[src/rtl/bsm_pkg.sv]
package bsm_pkg;
  typedef enum logic {
    ST_IDLE = 1'b0,
    ST_RUN  = 1'b1
  } bsm_state_t;
endpackage

[src/rtl/bsm_cell.sv]
module bsm_cell (
  input  logic a_bit,
  input  logic b_bit,
  input  logic sum_in,
  input  logic carry_in,
  output logic sum_out,
  output logic carry_out
);
  logic pp;
  always_comb begin
    pp        = a_bit & b_bit;
    sum_out   = pp ^ sum_in ^ carry_in;
    carry_out = (pp & sum_in) | (pp & carry_in) | (sum_in & carry_in);
  end
endmodule

[src/rtl/bsm_seq.sv]
module bsm_seq
  import bsm_pkg::*;
#(
  parameter int N  = 8,
  localparam int CW = (N > 1) ? $clog2(N) : 1
) (
  input  logic          clk,
  input  logic          rst_n,
  input  logic          start,
  output logic          launch,
  output logic          run,
  output logic          last_col,
  output logic          finish,
  output logic [CW-1:0] col
);
  bsm_state_t    state_q, state_d;
  logic [CW-1:0] col_q, col_d;
  logic [CW-1:0] pass_q, pass_d;
  logic          last_pass;

  always_comb begin
    run       = (state_q == ST_RUN);
    launch    = (state_q == ST_IDLE) && start;
    last_col  = (col_q == CW'(N - 1));
    last_pass = (pass_q == CW'(N - 1));
    finish    = run && last_col && last_pass;
    col       = col_q;

    state_d = state_q;
    col_d   = col_q;
    pass_d  = pass_q;
    if (launch) begin
      state_d = ST_RUN;
      col_d   = '0;
      pass_d  = '0;
    end else if (run) begin
      if (last_col) begin
        col_d  = '0;
        pass_d = pass_q + 1'b1;
        if (last_pass) state_d = ST_IDLE;
      end else begin
        col_d = col_q + 1'b1;
      end
    end
  end

  always_ff @(posedge clk or negedge rst_n) begin
    if (!rst_n) begin
      state_q <= ST_IDLE;
      col_q   <= '0;
      pass_q  <= '0;
    end else begin
      state_q <= state_d;
      col_q   <= col_d;
      pass_q  <= pass_d;
    end
  end
endmodule

[src/rtl/bsm_datapath.sv]
module bsm_datapath #(
  parameter int N  = 8,
  localparam int CW = (N > 1) ? $clog2(N) : 1,
  localparam int PW = 2 * N
) (
  input  logic          clk,
  input  logic          rst_n,
  input  logic          launch,
  input  logic          run,
  input  logic          last_col,
  input  logic          finish,
  input  logic [CW-1:0] col,
  input  logic [N-1:0]  a,
  input  logic [N-1:0]  b,
  output logic [PW-1:0] product
);
  logic [N-1:0]  a_q, a_d, b_q, b_d, hi_q, hi_d, lo_q, lo_d, hi_upd;
  logic          cy_q, cy_d, cell_sum, cell_cy, prod_en;
  logic [PW-1:0] prod_q, prod_d;

  bsm_cell u_cell (
    .a_bit    (a_q[0]),
    .b_bit    (b_q[0]),
    .sum_in   (hi_q[col]),
    .carry_in (cy_q),
    .sum_out  (cell_sum),
    .carry_out(cell_cy)
  );

  always_comb begin
    hi_upd      = hi_q;
    hi_upd[col] = cell_sum;

    a_d  = a_q;
    b_d  = b_q;
    hi_d = hi_q;
    lo_d = lo_q;
    cy_d = cy_q;
    if (launch) begin
      a_d  = a;
      b_d  = b;
      hi_d = '0;
      lo_d = '0;
      cy_d = 1'b0;
    end else if (run) begin
      b_d = {b_q[0], b_q[N-1:1]};
      if (last_col) begin
        hi_d = {cell_cy, hi_upd[N-1:1]};
        lo_d = {hi_upd[0], lo_q[N-1:1]};
        cy_d = 1'b0;
        a_d  = a_q >> 1;
      end else begin
        hi_d = hi_upd;
        cy_d = cell_cy;
      end
    end
    prod_en = finish;
    prod_d  = {hi_d, lo_d};
  end

  always_ff @(posedge clk or negedge rst_n) begin
    if (!rst_n) begin
      a_q  <= '0;
      b_q  <= '0;
      hi_q <= '0;
      lo_q <= '0;
      cy_q <= 1'b0;
    end else begin
      a_q  <= a_d;
      b_q  <= b_d;
      hi_q <= hi_d;
      lo_q <= lo_d;
      cy_q <= cy_d;
    end
  end

  always_ff @(posedge clk or negedge rst_n) begin
    if (!rst_n)       prod_q <= '0;
    else if (prod_en) prod_q <= prod_d;
  end

  assign product = prod_q;
endmodule

[src/rtl/bitserial_mult.sv]
module bitserial_mult #(
  parameter int N = 8
) (
  input  logic           clk,
  input  logic           rst_n,
  input  logic           start,
  input  logic [N-1:0]   a,
  input  logic [N-1:0]   b,
  output logic           busy,
  output logic           done,
  output logic [2*N-1:0] product
);
  localparam int CW = (N > 1) ? $clog2(N) : 1;

  logic          launch, run, last_col, finish, done_q;
  logic [CW-1:0] col;

  bsm_seq #(.N(N)) u_seq (
    .clk     (clk),
    .rst_n   (rst_n),
    .start   (start),
    .launch  (launch),
    .run     (run),
    .last_col(last_col),
    .finish  (finish),
    .col     (col)
  );

  bsm_datapath #(.N(N)) u_dp (
    .clk     (clk),
    .rst_n   (rst_n),
    .launch  (launch),
    .run     (run),
    .last_col(last_col),
    .finish  (finish),
    .col     (col),
    .a       (a),
    .b       (b),
    .product (product)
  );

  always_ff @(posedge clk or negedge rst_n) begin
    if (!rst_n) done_q <= 1'b0;
    else        done_q <= finish;
  end

  assign busy = run;
  assign done = done_q;
endmodule

[config.mk]
export PLATFORM = sky130hd
export DESIGN_NAME = bitserial_mult
export DESIGN_NICKNAME = d
export VERILOG_FILES = /design/src/rtl/bsm_pkg.sv /design/src/rtl/bsm_cell.sv /design/src/rtl/bsm_seq.sv /design/src/rtl/bsm_datapath.sv /design/src/rtl/bitserial_mult.sv
export SDC_FILE = /design/constraint.sdc
export NUM_CORES = 1
export LEC_CHECK = 0
export ABC_CLOCK_PERIOD_IN_PS = 2750
export BUFFER_PORTS_ARGS = -buffer_cell sky130_fd_sc_hd__clkbuf_2
export CAP_MARGIN = 25
export CORE_MARGIN = 1
export CORE_UTILIZATION = 40
export DETAILED_ROUTE_END_ITERATION = 7
export SKIP_LAST_GASP = 1
export SYNTH_ARGS = -nofsm -noshare
export SYNTH_HDL_FRONTEND = slang
export SYNTH_SLANG_ARGS = --single-unit
[constraint.sdc]
create_clock -name clk -period 2.75 [get_ports clk]
set_input_delay 0.4125 -clock clk [delete_from_list [all_inputs] [get_ports clk]]
set_output_delay 0.4125 -clock clk [all_outputs]
set_load 0.05 [all_outputs]
==> impl_summary.md <==
Status
The flow ran to the end, and the final reports show no timing, DRC or antenna violations.

Synth
The area share of the largest cell type after synthesis is 0.476. A synthesized cell averages 9.72 sq um. Synthesis produced a netlist whose cell count is 303. The post-synthesis register bit count is 56. The synthesized netlist occupies a cell area of 2950 sq um. The sequential fraction of the synthesis area is 0.476.

Ranked by total cell area, the synthesized netlist is headed by sky130_fd_sc_hd__dfrtp_1, sky130_fd_sc_hd__mux2i_1, sky130_fd_sc_hd__o21ai_0, sky130_fd_sc_hd__nand2_1, sky130_fd_sc_hd__mux2_2. Yosys mapped the design onto 45 distinct sky130hd cell types. The synthesized design spends more area on one cell type than any other, namely sky130_fd_sc_hd__dfrtp_1. Yosys printed 0 warnings. The number of nets in the synthesized netlist is 327.

Cells and area
The most common library cell in the layout ignoring fill and taps is sky130_fd_sc_hd__dfrtp_1. The library cells used most frequently in the layout, excluding fill and tap cells, are sky130_fd_sc_hd__dfrtp_1, sky130_fd_sc_hd__nand2_1, sky130_fd_sc_hd__clkbuf_2, sky130_fd_sc_hd__o21ai_0, sky130_fd_sc_hd__nor2_1. The count of placed standard cells in the final layout, fillers left out is 438. In the final design database the tool counted 365 nets.

The final core utilization is 0.495. The count of inserted antenna diode cells is 0. The share of cells above drive strength 1 is 0.275. Counting the fill cells in the layout gives 660. The signed area change from the synthesized netlist to the final layout is 16.8%.

Setup path
In this run the number of cells on the critical path is 10. The kind of end point of the critical path is a flip-flop. For the worst setup path, the data arrival time is 2.84 ns. The launching element type of the critical path is a flip-flop. The startpoint identified for the worst register-to-register timing path is u_seq.col[0]. The most critical setup path has its endpoint at u_dp.hi_q[3]. The worst register-to-register path ends at u_dp.hi_q[3]. The total buffers and inverters traversed by the critical path is 2. The critical path's top delay family is compound AO/OA/AOI/OAI gates.

Along the worst path, the maximum fanout reaches 9. The length in cells of the worst reg-to-reg path is 10. The setup check on the worst reg-to-reg path leaves a slack of 0.07 ns. For the worst setup path, the data required time is 2.91 ns.

The largest individual stage delay along the critical path comes from the cell sky130_fd_sc_hd__fa_1. The critical path is of the flip-flop to flip-flop type. The critical path goes through buf_6 > nand3b_1 > a31oi_2 > a211oi_2 > fa_1 > buf_6 > and4bb_2 > a211oi_2 > a21oi_1 > a2bb2oi_1. Tracing the worst setup path back leads to its startpoint at u_seq.col[0]. The delay contributed by the slowest stage of the critical path is 0.62 ns.

Routing
The number of antenna-violating nets in the routed design is 0. For this block, the routed nets add up to 6380 microns of wire. The via density per instance is 5.30. Across all layers, the routed design uses 2320 vias.

The number of DRC markers after the initial detailed-route iteration is 107. The number of iterations in the first detailed-routing pass is 4. The routed wire length per instance is 14.6 microns.

The total DRC errors in the routed layout is 0.

Hold path
The class of the most critical hold timing path is input port to async pin.

Floorplan
The core region is 6940 sq um. The die is 87.8 microns tall. The floorplan has 30 rows. For this design the top-level I/O count stands at 37. The horizontal die dimension is 87.8 microns.

The die covers 7710 sq um. The starting density of the core is 0.424.

Timing
The max-slew violation total from the final report is 0. For the pin with the worst max-slew slack, the measured transition is 0.714 ns. The worst pin sits at a relative slew slack of 0.524. Clock skew on the completed layout was measured at 0.00615 ns. For this run, the top clock speed supported by timing is 0.373 GHz. The count of endpoints failing hold in the final timing report is 0.

The setup violation total in the final timing report is 0. After layout, the minimum clock period comes to 2.68 ns. The portion of the clock cycle consumed by the worst path in the final layout is 0.974.

Clock network
Buffers inserted during clock tree synthesis total 5. The clock passes through at most 2 buffers. The clock-pin slew on the worst setup and hold paths is 0.10 ns.

TritonCTS built the clock tree. The clock drives 56 sinks. The depth of the CTS H-tree is 2. The root buffer cell is sky130_fd_sc_hd__clkbuf_8. The clock latency reported for the late side of the worst-skew pair is 0.32 ns. The number of buffers added to fix hold violations after cts is 0.

Global routing
The remaining global-route overflow is 0. For this run, the total global-route usage over all layers was measured as 0.181. The number of antenna violations at the first check in global routing is 0. The via count of the first global-routing pass came to 2075.

Entering global routing, the biggest net connects 31 pins. The first-pass GRT wire length is 10600 microns.

Placed design
The number of cells after detailed placement is 425. The count of input and output buffers is 36. Detailed placement ended at an HPWL of 4440 microns. Routability-driven placement finished with a final weighted congestion of 0.768.

Power and ir drop
The power density over the cells is 1280 nW/um^2. The analysis attributes to cell leakage a power of 1.57 nW. IR analysis of the VDD net gives a maximum drop of 0.000436 V.

Run
Max-cap violations in this run came to 0.
==> worst register-to-register path: cells and delay by family, from the launching register on <==
| family | cells | cell delay (ns) |
|---|---|---|
| AO/OA/AOI/OAI | 5 | 0.72 |
| adder cells (fa/ha/maj) | 1 | 0.62 |
| flip-flops | 1 | 0.48 |
| AND/OR/NAND/NOR | 2 | 0.41 |
| buffers and inverters | 2 | 0.30 |
==> report_power, final <==
group	switching (mW)	internal, mW	total (mW)	leakage [nW]
Combinational	1.29	1.12	2.41	0.839
Clock	0.271	0.205	0.477	0.0445
Sequential	0.319	1.18	1.50	0.688
==> cells by family (layout without fill, tap and decap cells) <==
| group | after synthesis | after routing | synth area share |
|---|---|---|---|
| flip-flops | 56 | 56 | 0.476 |
| AO/OA/AOI/OAI | 92 | 92 | 0.200 |
| XOR/XNOR | 1 | 1 | 0.00297 |
| AND/OR/NAND/NOR | 88 | 88 | 0.143 |
| adder cells (fa/ha/maj) | 5 | 5 | 0.0238 |
| multiplexers | 30 | 30 | 0.106 |
| buffers and inverters | 31 | 70 | 0.0489 |
==> per-layer routing <==
metal  track usage  share of wire
met5             0              0
met4        0.0686          0.014
met3        0.0339          0.025
met2         0.277           0.47
met1         0.254           0.49
==> worst min-delay path by stage <==
| stage | to | depth (start not counted) |
|---|---|---|
| floorplan | done | 0 |
| global placement | u_dp.b_q[0] | 2 |
| detailed placement | u_dp.product[10] | 2 |
| CTS | u_dp.product[11] | 1 |
| global route | u_dp.product[11] | 1 |
| finish | u_dp.product[11] | 1 |
==> per-stage QoR <==
stage / hold WS, ns / instance area (sq um) / setup slack, ns / TNS, ns / power [mW]
global placement: 0.463 / 3250 / 0.164 / 0 / 3.63
detailed placement: 0.470 / 3250 / 0.113 / 0 / 3.66
CTS: 0.157 / 3340 / 0.0802 / 0 / 4.14
floorplan: 0.117 / 2950 / 0.157 / 0 / 3.07
finish: 0.131 / 3440 / 0.0721 / 0 / 4.39
global route: 0.180 / 3440 / -0.00775 / -0.00775 / 4.74
==> layout make-up <==
type                            count  area, sq um  share of cell area
Timing Repair Buffer               55          347               0.101
Multi-Input combinational cell    216         1450               0.421
Clock inverter                      1         7.51             0.00218
Sequential cell                    56         1410               0.409
Clock buffer                        7         86.3              0.0251
Inverter                            7         26.3             0.00764
Tap cell                           96          120              0.0349
==> cell usage after synthesis <==
cell	instances
sky130_fd_sc_hd__nand2_1	37
sky130_fd_sc_hd__or3b_1	1
sky130_fd_sc_hd__o21bai_1	1
sky130_fd_sc_hd__a2bb2oi_1	2
sky130_fd_sc_hd__and4bb_2	1
sky130_fd_sc_hd__o22ai_1	4
sky130_fd_sc_hd__nor2b_1	7
sky130_fd_sc_hd__nand3_1	3
sky130_fd_sc_hd__nor2_1	24
sky130_fd_sc_hd__o31a_1	1
sky130_fd_sc_hd__mux2_2	9
sky130_fd_sc_hd__buf_4	1
sky130_fd_sc_hd__a32oi_1	1
sky130_fd_sc_hd__a21oi_1	15
sky130_fd_sc_hd__o211ai_1	3
sky130_fd_sc_hd__buf_6	1
sky130_fd_sc_hd__dfrtp_1	56
sky130_fd_sc_hd__a32o_1	2
sky130_fd_sc_hd__o21ai_0	32
sky130_fd_sc_hd__a311oi_1	1
sky130_fd_sc_hd__a41o_1	1
sky130_fd_sc_hd__nand2b_1	3
sky130_fd_sc_hd__mux2i_1	21
sky130_fd_sc_hd__or4b_1	1
sky130_fd_sc_hd__o221ai_1	1
sky130_fd_sc_hd__xnor2_1	1
sky130_fd_sc_hd__nor3_1	2
sky130_fd_sc_hd__o31ai_1	2
sky130_fd_sc_hd__fa_1	1
sky130_fd_sc_hd__ha_1	4
sky130_fd_sc_hd__o21a_1	1
sky130_fd_sc_hd__a21boi_0	1
sky130_fd_sc_hd__o2bb2ai_1	1
sky130_fd_sc_hd__inv_1	7
sky130_fd_sc_hd__a31oi_1	8
sky130_fd_sc_hd__a31o_2	8
sky130_fd_sc_hd__nand3b_1	6
sky130_fd_sc_hd__a211oi_1	5
sky130_fd_sc_hd__buf_2	13
sky130_fd_sc_hd__nand3_2	1
sky130_fd_sc_hd__nor3b_1	1
sky130_fd_sc_hd__or3b_4	1
sky130_fd_sc_hd__o21ba_2	1
sky130_fd_sc_hd__clkbuf_1	9
sky130_fd_sc_hd__o311ai_0	1
==> registers in the layout (all words and copies together) (netlist names) <==
register,count
u_dp.b_q,8
u_seq.pass_q,3
u_dp.a_q,8
u_dp.product,16
done,1
u_dp.lo_q,7
u_dp.cy_q,1
u_dp.hi_q,8
u_seq.run,1
u_seq.col,3
==> repair_timing <==
action                                 4_1_cts  5_1_grt
gates resized for setup                      0       16
setup buffers                                0        5
setup endpoints to repair                    0       22
endpoints found under the hold margin        0        0
(Power assumes the default switching activity.)
